===== src/rtl/bom_pkg.sv =====
package bom_pkg;

    localparam int MSG_W   = 6;
    localparam int FILL_W  = 8;
    localparam int CW_W    = MSG_W + FILL_W + 2;
    localparam int REPS    = 10;
    localparam int DATA_W  = 8;
    localparam int ADDR_W  = 2;
    localparam int NSTAT   = 2;

    localparam logic [ADDR_W-1:0] A_CTRL = 2'd0;
    localparam logic [ADDR_W-1:0] A_STAT = 2'd1;
    localparam logic [ADDR_W-1:0] A_MASK = 2'd2;

    localparam int ST_EMPTY = 0;
    localparam int ST_DONE  = 1;

    typedef struct packed {
        logic             en;
        logic [MSG_W-1:0] code;
    } ctrl_t;

    typedef logic [NSTAT-1:0] flags_t;

    function automatic logic [CW_W-1:0] build_cw(input logic [MSG_W-1:0] m);
        return {1'b0, m, 1'b0, {FILL_W{1'b1}}};
    endfunction

endpackage


===== src/rtl/bom_host_regs.sv =====
module bom_host_regs
    import bom_pkg::*;
#(
    parameter int DW = DATA_W,
    parameter int AW = ADDR_W
) (
    input  logic          clk,
    input  logic          rst,
    input  logic          wr_en,
    input  logic [AW-1:0] wr_addr,
    input  logic [DW-1:0] wr_data,
    input  logic [AW-1:0] rd_addr,
    input  flags_t        status,
    output ctrl_t         ctrl,
    output flags_t        mask,
    output flags_t        clr,
    output logic          en_rise,
    output logic [MSG_W-1:0] rise_code,
    output logic [DW-1:0] rd_data
);
    localparam int CTRL_W = MSG_W + 1;

    logic  wr_ctrl, wr_stat, wr_mask;
    ctrl_t ctrl_in;
    logic  unused_bits;

    assign wr_ctrl   = wr_en && (wr_addr == A_CTRL);
    assign wr_stat   = wr_en && (wr_addr == A_STAT);
    assign wr_mask   = wr_en && (wr_addr == A_MASK);
    assign ctrl_in   = ctrl_t'(wr_data[CTRL_W-1:0]);
    assign en_rise   = wr_ctrl && ctrl_in.en && !ctrl.en;
    assign rise_code = ctrl_in.code;
    assign clr       = wr_stat ? wr_data[NSTAT-1:0] : '0;
    assign unused_bits = &{1'b0, wr_data[DW-1:CTRL_W]};

    always_ff @(posedge clk) begin
        if (rst) begin
            ctrl <= '0;
            mask <= '1;
        end else begin
            if (wr_ctrl) ctrl <= ctrl_in;
            if (wr_mask) mask <= wr_data[NSTAT-1:0];
        end
    end

    always_comb begin
        rd_data = '0;
        case (rd_addr)
            A_CTRL:  rd_data = DW'(ctrl);
            A_STAT:  rd_data = DW'(status);
            A_MASK:  rd_data = DW'(mask);
            default: rd_data = '0;
        endcase
    end
endmodule


===== src/rtl/bom_serializer.sv =====
module bom_serializer
    import bom_pkg::*;
#(
    parameter int MW   = MSG_W,
    parameter int NREP = REPS
) (
    input  logic          clk,
    input  logic          rst,
    input  logic          en,
    input  logic          en_rise,
    input  logic [MW-1:0] rise_code,
    input  logic [MW-1:0] code,
    input  logic          slot_stb,
    output logic          txd,
    output logic          done_evt,
    output logic [$clog2(MW+FILL_W+2)-1:0] idx_o
);
    localparam int CWW   = MW + FILL_W + 2;
    localparam int IDX_W = $clog2(CWW);
    localparam int CNT_W = $clog2(NREP + 1);
    localparam logic [IDX_W-1:0] LAST = IDX_W'(CWW - 1);

    logic [CWW-1:0]   cw_q;
    logic [IDX_W-1:0] idx_q;
    logic [CNT_W-1:0] cnt_q;
    logic             wrap;

    function automatic logic [CWW-1:0] frame(input logic [MW-1:0] m);
        return {1'b0, m, 1'b0, {FILL_W{1'b1}}};
    endfunction

    assign wrap     = en && slot_stb && (idx_q == LAST);
    assign done_evt = wrap && (cnt_q == CNT_W'(NREP - 1));
    assign txd      = en ? cw_q[idx_q] : 1'b1;
    assign idx_o    = idx_q;

    always_ff @(posedge clk) begin
        if (rst) begin
            cw_q  <= '1;
            idx_q <= '0;
            cnt_q <= '0;
        end else if (en_rise) begin
            cw_q  <= frame(rise_code);
            idx_q <= '0;
            cnt_q <= '0;
        end else if (!en) begin
            idx_q <= '0;
            cnt_q <= '0;
        end else if (slot_stb) begin
            if (idx_q == LAST) begin
                idx_q <= '0;
                cw_q  <= frame(code);
                if (cnt_q != CNT_W'(NREP)) cnt_q <= cnt_q + 1'b1;
            end else begin
                idx_q <= idx_q + 1'b1;
            end
        end
    end
endmodule


===== src/rtl/bom_status.sv =====
module bom_status
    import bom_pkg::*;
#(
    parameter int NS = NSTAT
) (
    input  logic          clk,
    input  logic          rst,
    input  logic [NS-1:0] set_evt,
    input  logic [NS-1:0] clr,
    input  logic [NS-1:0] mask,
    output logic [NS-1:0] status,
    output logic          irq
);
    for (genvar i = 0; i < NS; i++) begin : g_flag
        always_ff @(posedge clk) begin
            if (rst)             status[i] <= 1'b0;
            else if (set_evt[i]) status[i] <= 1'b1;
            else if (clr[i])     status[i] <= 1'b0;
        end
    end

    assign irq = |(status & ~mask);
endmodule


===== src/rtl/esf_bom_tx.sv =====
module esf_bom_tx
    import bom_pkg::*;
(
    input  logic              clk,
    input  logic              rst,
    input  logic              wr_en,
    input  logic [ADDR_W-1:0] wr_addr,
    input  logic [DATA_W-1:0] wr_data,
    input  logic [ADDR_W-1:0] rd_addr,
    output logic [DATA_W-1:0] rd_data,
    input  logic              slot_stb,
    input  logic              stk_empty_evt,
    output logic              txd,
    output logic              irq
);
    ctrl_t            ctrl;
    flags_t           mask, clr, status, set_evt;
    logic             en_rise, done_evt;
    logic [MSG_W-1:0] rise_code;
    logic [$clog2(CW_W)-1:0] bit_idx;

    bom_host_regs u_regs (
        .clk, .rst, .wr_en, .wr_addr, .wr_data, .rd_addr,
        .status, .ctrl, .mask, .clr, .en_rise, .rise_code, .rd_data
    );

    bom_serializer u_ser (
        .clk, .rst,
        .en        (ctrl.en),
        .en_rise,
        .rise_code,
        .code      (ctrl.code),
        .slot_stb,
        .txd,
        .done_evt,
        .idx_o     (bit_idx)
    );

    always_comb begin
        set_evt           = '0;
        set_evt[ST_DONE]  = done_evt;
        set_evt[ST_EMPTY] = stk_empty_evt;
    end

    bom_status u_stat (
        .clk, .rst, .set_evt, .clr, .mask, .status, .irq
    );
endmodule


===== config.mk =====
export PLATFORM = sky130hd
export DESIGN_NAME = esf_bom_tx
export DESIGN_NICKNAME = d
export VERILOG_FILES = /design/src/rtl/bom_pkg.sv /design/src/rtl/bom_host_regs.sv /design/src/rtl/bom_serializer.sv /design/src/rtl/bom_status.sv /design/src/rtl/esf_bom_tx.sv
export SDC_FILE = /design/constraint.sdc
export NUM_CORES = 1
export LEC_CHECK = 0
export BUFFER_PORTS_ARGS = -buffer_cell sky130_fd_sc_hd__buf_2
export CAP_MARGIN = 20
export CORE_AREA = 2 2 72 92
export DETAILED_ROUTE_END_ITERATION = 16
export DIE_AREA = 0 0 74 94
export HOLD_SLACK_MARGIN = 0.12
export PLACE_DENSITY = 0.39
export SKIP_LAST_GASP = 1
export SLEW_MARGIN = 20
export SYNTH_ARGS = -nofsm -noshare
export SYNTH_HDL_FRONTEND = slang
export SYNTH_HIERARCHICAL = 1
export SYNTH_SLANG_ARGS = --single-unit

===== constraint.sdc =====
create_clock -name clk -period 2.42 [get_ports clk]
set_input_delay 0.484 -clock clk [delete_from_list [all_inputs] [get_ports clk]]
set_output_delay 0.484 -clock clk [all_outputs]
set_load 0.05 [all_outputs]

; Yosys cells after proc, flatten, opt, wreduce, memory -nomap -nowiden
; Cells that the tools add are included.
[word_totals]
in_bits = 17
output_inout_bits = 10
wordCells = 55
ff_bits = 27
[op_classes]
bitwise_logic = 3
addsub = 2
n_lt_le_gt_ge = 1
eq_ne = 7
muxes = 14
n_reduce_logical = 20
[op_table]
columns = op, count
row1 = $mux 16, 4
row2 = $pmux 7 s3, 1
row3 = $reduce_bool 2->1, 5
row4 = $add 4x1->4 const B, 2
row5 = $eq 4x4->1 const B, 2
row6 = $logic_and 1x1->1, 8
row7 = $mux 1, 6
row8 = $reduce_and 3->1, 2
row9 = $lt 4x5->1 const B, 1
row10 = $bmux 1 s4, 1
row11 = $eq 2x1->1 const B, 2
row12 = $eq 2x2->1 const B, 2
row13 = $logic_not 2->1, 2
row14 = $mux 4, 1
row15 = $ne 4x4->1 const B, 1
row16 = $reduce_or 3->1, 1
row17 = $and 2x2->2, 1
row18 = $mux 2, 1
row19 = $not 2->2, 1
row20 = $reduce_or 2->1, 1
row21 = $logic_not 1->1, 1
row22 = $not 1->1, 1

; Longest topological paths before layout
; Gate-level depths: netlist (run 1).
[depth]
ltp_word = 6
ltp_mapped = 7

; By module
; The synthesis (run 1) kept the hierarchy.
[by_module_without_submodules]
columns = mod, cells_each, instances, seq_area_each_um2, area_each_um2
row1 = bom_serializer, 88, 1, 300.3, 827.0
row2 = bom_host_regs, 63, 1, 180.2, 574.3
row3 = bom_status, 11, 1, 40.0, 83.8

; Worst setup path after synthesis (run 1)
; No wires, ideal clock.
[synth_path]
path_type = reg2out
start = register u_ser.idx_q[0], in the netlist u_ser/idx_o[0]
end = output txd
t_arrival_ns = 1.462
slack_ns = 0.474
n_path_buf = 0
stages_incl_launch_ff = 4
required_time_ns = 1.936
cell_sequence = dfxtp_1 -> mux4_2 -> mux2i_1 -> nand3_1
[synth_between]
elab_chain_len = 3
[synth_lines]
columns = element, line_no
row1 = "start, declared", bom_serializer.sv:24  ; logic [IDX_W-1:0] idx_q;
row2 = "start signal, assigned", bom_serializer.sv:55  ; idx_q <= idx_q + 1'b1;
row3 = $bmux 1 s4, bom_serializer.sv:34  ; assign txd = en ? cw_q[idx_q] : 1'b1;
row4 = $mux 1 (not written as such), bom_serializer.sv:34
row5 = $mux 1, bom_serializer.sv:34
row6 = "end, declared", esf_bom_tx.sv:13  ; output logic txd,
; Every way passes these cells. The select of a mux whose other input is x is not followed.

; Worst setup path in the final report (run 1)
; Same ends and word-level chain as after synthesis.

==> impl_metrics.env, run 1 <==
export IMPL_status="finished clean"
export IMPL_post_synth_top_count_cell="dfxtp_1"
export IMPL_met3WireLength_um=160
export IMPL_die_y_um=94
export IMPL_start_kind="flop"
export IMPL_placed_area_mm2=0.00164
export IMPL_regToRegSetupSlack_ps=820
export IMPL_worstSetupPathType="reg2out"
export IMPL_crit_buf_inv=1
export IMPL_hp_class="in2reg"
export IMPL_p_leak_nw=0.679
export IMPL_clkTransAtPathRegs_ps=90
export IMPL_avgSynthCellArea_um2=9.17
export IMPL_critPathRequiredTime_ps=1940
export IMPL_syn_inst=162
export IMPL_cts_buffer_depth=2
export IMPL_hold_buffers=0
export IMPL_row_count=32
export IMPL_postCtsSetupRepairBufs=0
export IMPL_wl_met2_um=1460
export IMPL_synth_area_mm2=0.00149
export IMPL_cpLargestDelayFamily="multiplexers"
export IMPL_total_power_mw=0.796
export IMPL_place_inst=261
export IMPL_cts_htree_levels=1
export IMPL_worstSetupStartpoint="u_ser/idx_o[0]"
export IMPL_slowest_stage="mux4_2"
export IMPL_dieArea_mm2=0.00696
export IMPL_hold_violations=0
export IMPL_grt_pass1_wl_um=5680
export IMPL_drt_wl_total_um=3180
export IMPL_maxCapViolations=0
export IMPL_clock_sinks=26
export IMPL_switching_power_mw=0.204
export IMPL_gp_congestion=0.773
export IMPL_finalClockSkew_ps=3.97
export IMPL_hold_slack_ps=434
export IMPL_start_util_pct=24.6
export IMPL_grt_use_total_pct=10.4
export IMPL_finalCriticalPeriod_ps=2240
export IMPL_synth_edf_count=0
export IMPL_setup_viol=0
export IMPL_port_buffer_count=24
export IMPL_core_mm2=0.00605
export IMPL_p_int_mw=0.592
export IMPL_fin_area_mm2=0.00168
export IMPL_power_density_mw_per_mm2=473
export IMPL_worstRegToRegCells=4
export IMPL_die_w_um=74
export IMPL_synthTopCellsByArea="dfxtp_1 (35%), mux2i_1 (13%), nand2b_1 (7.2%)"
export IMPL_nets=202
export IMPL_grt_pass1_vias=1191
export IMPL_cts_resized_gates=0
export IMPL_irDropWorstVdd_mv=0.185
export IMPL_root_buffer="clkbuf_8"
export IMPL_drv_slew=0
export IMPL_met1_length_um=1530
export IMPL_synth_cell_types=35
export IMPL_setup_ws_ps=179
export IMPL_drtAntennaViolNets=0
export IMPL_hp_start="stk_empty_evt"
export IMPL_via_per_inst=4.37
export IMPL_hold_depth=3
export IMPL_drt_iter0_drc=34
export IMPL_yosysSeqAreaShare_pct=35.0
export IMPL_comb_power_share_pct=12.5
export IMPL_ios=27
export IMPL_gr_total_overflow=0
export IMPL_pwr_share_seq_pct=56.2
export IMPL_end_kind="output port"
export IMPL_rsz0062_at_grt="false"
export IMPL_fin_crit_sh_pct=92.6
export IMPL_arrival_ps=1760
export IMPL_syn_num_nets=183
export IMPL_antenna_found_initial=0
export IMPL_final_cell_count_no_fill=264
export IMPL_fmax_mhz=446
export IMPL_wl_per_cell_um=12.0
export IMPL_yosys_warnings=6
export IMPL_clock_latency_ps=270
export IMPL_fin_setup_tns_ps=0
export IMPL_path_cells="mux4_2 > mux2i_1 > nand3_1 > buf_2"
export IMPL_top_layer="met4"
export IMPL_regToRegEndpoint="u_ser/cw_q[11]"
export IMPL_diodes=0
export IMPL_hpwl_um=2420
export IMPL_grt_start_max_net_pins=20
export IMPL_final_layout_size_suffix_gt1_share_pct=20.1
export IMPL_cts_buffers=3
export IMPL_yosys_area_top_type="dfxtp_1"
export IMPL_fill_cells=651
export IMPL_synth_top_cell_area_share_pct=35.0
export IMPL_async_reset_ff_share_pct=0
export IMPL_power_share_clock_pct=31.3
export IMPL_timing_rr_start="u_ser/idx_o[0]"
export IMPL_vias=1153
export IMPL_drt_pass1_iter_count=4
export IMPL_synth_common_cells="dfxtp_1 (26), mux2i_1 (19), nand2b_1 (17), nor2_1 (14)"
export IMPL_hold_end="u_stat/status[0]"
export IMPL_final_util_pct=27.8
export IMPL_ys_ff_latch=26
export IMPL_drt_drc_violations_left=0
export IMPL_sw_frac_of_total_pct=25.6
export IMPL_cp_max_fo=6
export IMPL_cts_tree="done"
export IMPL_syn2layout_area_growth_pct=13.3
export IMPL_dp_slack_ps=481
export IMPL_max_stage_delay_ps=530
export IMPL_yosys_most_used_dff="dfxtp_1"
## flip-flops by register name (all words and copies together) (netlist names)
register / cells
u_ser/idx_o: 4
u_ser/cnt_q: 4
u_stat/status: 2
u_regs/ctrl: 7
u_regs/mask: 2
u_ser/cw_q: 7
## worst max-delay path by stage
stage               slack [ps]  endpoint  cells after the start
global route                90       txd                      4
global placement           480       txd                      4
finish                     180       txd                      4
floorplan                  470       txd                      3
CTS                        170       txd                      4
detailed placement         480       txd                      4
## final cells by class
class                      count  area, um2  share of cell area [%]
clock buffer                   3       41.3                    2.45
multi-input combinational    116        846                    50.3
tap                           85        106                    6.32
inverter                       7       26.3                    1.56
timing repair buffer          27        143                    8.48
sequential                    26        520                    30.9
## kinds of logic after synthesis
family | synth area share, %
XOR/XNOR | 1.18
other | 0.252
AND/OR/NAND/NOR | 26.2
multiplexers | 15.8
AO/OA/AOI/OAI | 10.1
buffers and inverters | 8.00
adder cells (fa/ha/maj) | 3.37
flip-flops | 35.0
## tightest hold or removal path, delay by kind of cell
family | cells | cell delay (ps)
AO/OA/AOI/OAI | 1 | 50
buffers and inverters | 2 | 130
## power groups by stage
| stage | Combinational, mW | Sequential (mW) | Clock, mW |
|---|---|---|---|
| after floorplan | 0.0740 | 0.454 | 0 |
| after detailed placement | 0.101 | 0.457 | 0 |
| after CTS | 0.101 | 0.447 | 0.265 |
| final | 0.0995 | 0.447 | 0.250 |
| after global routing | 0.110 | 0.449 | 0.283 |
| after global placement | 0.0986 | 0.457 | 0 |
## layer usage
| metal | vias up | track usage (%) |
|---|---|---|
| met5 | - | 0 |
| met3 | 4 | 2.25 |
| met4 | 0 | 3.48 |
| met2 | 26 | 17.0 |
| li1 | 589 | - |
| met1 | 534 | 13.5 |
## cells in the final DEF (no fill, tap or decap), drive strengths merged, types with 3 or more instances in the layout
cell | Yosys | routed
mux2i | 19 | 19
nor2b | 8 | 8
and3 | 3 | 3
nand2b | 17 | 17
dfxtp | 26 | 26
ha | 4 | 4
a211oi | 6 | 6
clkbuf | 2 | 3
nand3 | 5 | 5
nand3b | 3 | 3
inv | 7 | 7
buf | 11 | 27
nor2 | 14 | 14
a21oi | 9 | 9
and2 | 5 | 5
Power figures use the tool's default switching activity.
==> run 2, diff against run 1 <==
==> constraint.sdc (replaced) <==
create_clock -name clk -period 2.9 [get_ports clk]
set_input_delay 0.58 -clock clk [delete_from_list [all_inputs] [get_ports clk]]
set_output_delay 0.58 -clock clk [all_outputs]
set_load 0.05 [all_outputs]
==> run 2 against run 1 <==
Net effect: global-route usage down 0.92 points; worst setup slack better by 410 ps; core utilization down 0.25 points; via count is 2.5% lower; highest routed layer unchanged.
==> impl_metrics.env, run 2 (synthesized netlist as in run 1, its figures left out) <==
export IMPL_top_regs="u_regs/ctrl (7), u_ser/cw_q (7)"
export IMPL_fin_area_mm2=0.00167
export IMPL_hold_buffers=0
export IMPL_drt_pass1_iter_count=4
export IMPL_hold_depth=2
export IMPL_clkTransAtPathRegs_ps=80
export IMPL_grt_use_total_pct=9.53
export IMPL_drt_drc_violations_left=0
export IMPL_fin_setup_tns_ps=0
export IMPL_hold_violations=0
export IMPL_drtAntennaViolNets=0
export IMPL_cts_resized_gates=0
export IMPL_dieArea_mm2=0.00696
export IMPL_antenna_found_initial=0
export IMPL_max_slew_margin_pct=60.8
export IMPL_final_layout_size_suffix_gt1_share_pct=19.2
export IMPL_cts_buffer_depth=2
export IMPL_irDropWorstVdd_mv=0.168
export IMPL_cts_tree="done"
export IMPL_grt_pass1_vias=1128
export IMPL_end_kind="output port"
export IMPL_worstSetupPathType="reg2out"
export IMPL_arrival_ps=1730
export IMPL_worstRegToRegCells=3
export IMPL_status="finished clean"
export IMPL_layout_common_cells="dfxtp_1 (26), buf_2 (24), mux2i_1 (19)"
export IMPL_wl_per_cell_um=11.7
export IMPL_syn2layout_area_growth_pct=12.3
export IMPL_worstMarginPinSlew_ps=589
export IMPL_critPathRequiredTime_ps=2320
export IMPL_core_mm2=0.00605
export IMPL_grt_start_max_net_pins=35
export IMPL_diodes=0
export IMPL_seqCellArea_um2=520
export IMPL_setup_viol=0
export IMPL_cts_buffers=3
export IMPL_clock_latency_ps=260
export IMPL_finalClockSkew_ps=4.99
export IMPL_fin_crit_sh_pct=79.7
export IMPL_fill_cells=675
export IMPL_start_kind="flop"
export IMPL_gr_total_overflow=0
export IMPL_hp_class="reg2reg"
export IMPL_met3WireLength_um=156
export IMPL_gp_congestion=0.783
export IMPL_met1_length_um=1450
export IMPL_nets=200
export IMPL_drt_iter0_drc=22
export IMPL_vias=1124
export IMPL_postCtsSetupRepairBufs=0
export IMPL_row_count=32
export IMPL_via_per_inst=4.29
export IMPL_die_y_um=94
export IMPL_hpwl_um=2350
export IMPL_drt_wl_total_um=3070
export IMPL_final_common_cell="dfxtp_1"
export IMPL_multi_input_area_um2=846
export IMPL_clock_sinks=26
export IMPL_die_w_um=74
export IMPL_p_leak_nw=0.669
export IMPL_grt_pass1_wl_um=5120
export IMPL_port_buffer_count=24
export IMPL_drv_slew=0
export IMPL_placed_area_mm2=0.00163
export IMPL_fmax_mhz=432
export IMPL_cp_max_fo=6
export IMPL_start_util_pct=24.6
export IMPL_rsz0062_at_grt="false"
export IMPL_wl_met2_um=1440
export IMPL_root_buffer="clkbuf_8"
export IMPL_finalCriticalPeriod_ps=2310
export IMPL_cts_htree_levels=1
export IMPL_ios=27
export IMPL_maxCapViolations=0
export IMPL_power_density_mw_per_mm2=391
export IMPL_top_layer="met4"
[run 2: through the flow]
stage	setup slack, ps	util [%]	instances	hold WS, ps	total power, mW
final	588	27.6	262	485	0.652
after global routing	465	27.6	262	527	0.688
after CTS	554	27.6	262	493	0.670
after detailed placement	779	26.9	259	480	0.464
after global placement	801	26.9	259	466	0.463
after floorplan	858	-	162	439	0.441
[run 2: report_power, final]
group / switching (mW) / internal (mW)
logic: 0.0475 / 0.0336
clock network: 0.105 / 0.0928
registers: 0.00723 / 0.366
total: 0.159 / 0.492
[run 2: worst max-delay path, cell delays in order (launching register included)]
cell and delay (ps):
dfxtp_1 470, mux4_2 540, mux2i_1 160, nand3_1 80, buf_2 220
[run 2: worst paths after layout]
path | start | to | slack [ps]
max reg2reg | u_regs/ctrl[6] | u_ser/cnt_q[1] | 1060
min reg2reg | u_regs/ctrl[4] | u_regs/ctrl[4] | 490
max | u_ser/idx_o[0] | txd | 590
min | u_regs/ctrl[4] | u_regs/ctrl[4] | 490
[run 2: final cells by class]
type,count,area share [%]
multi-input cells,116,50.7
flip-flops and latches,26,31.2
clock buffers,3,2.48
inverters,7,1.58
well taps,85,6.38
repair buffers,25,7.65
[run 2: layer usage]
metal	vias up	GRT usage, %
met1	511	12.0
met3	2	2.15
met2	27	15.6
li1	584	-
met4	0	3.64
met5	-	0
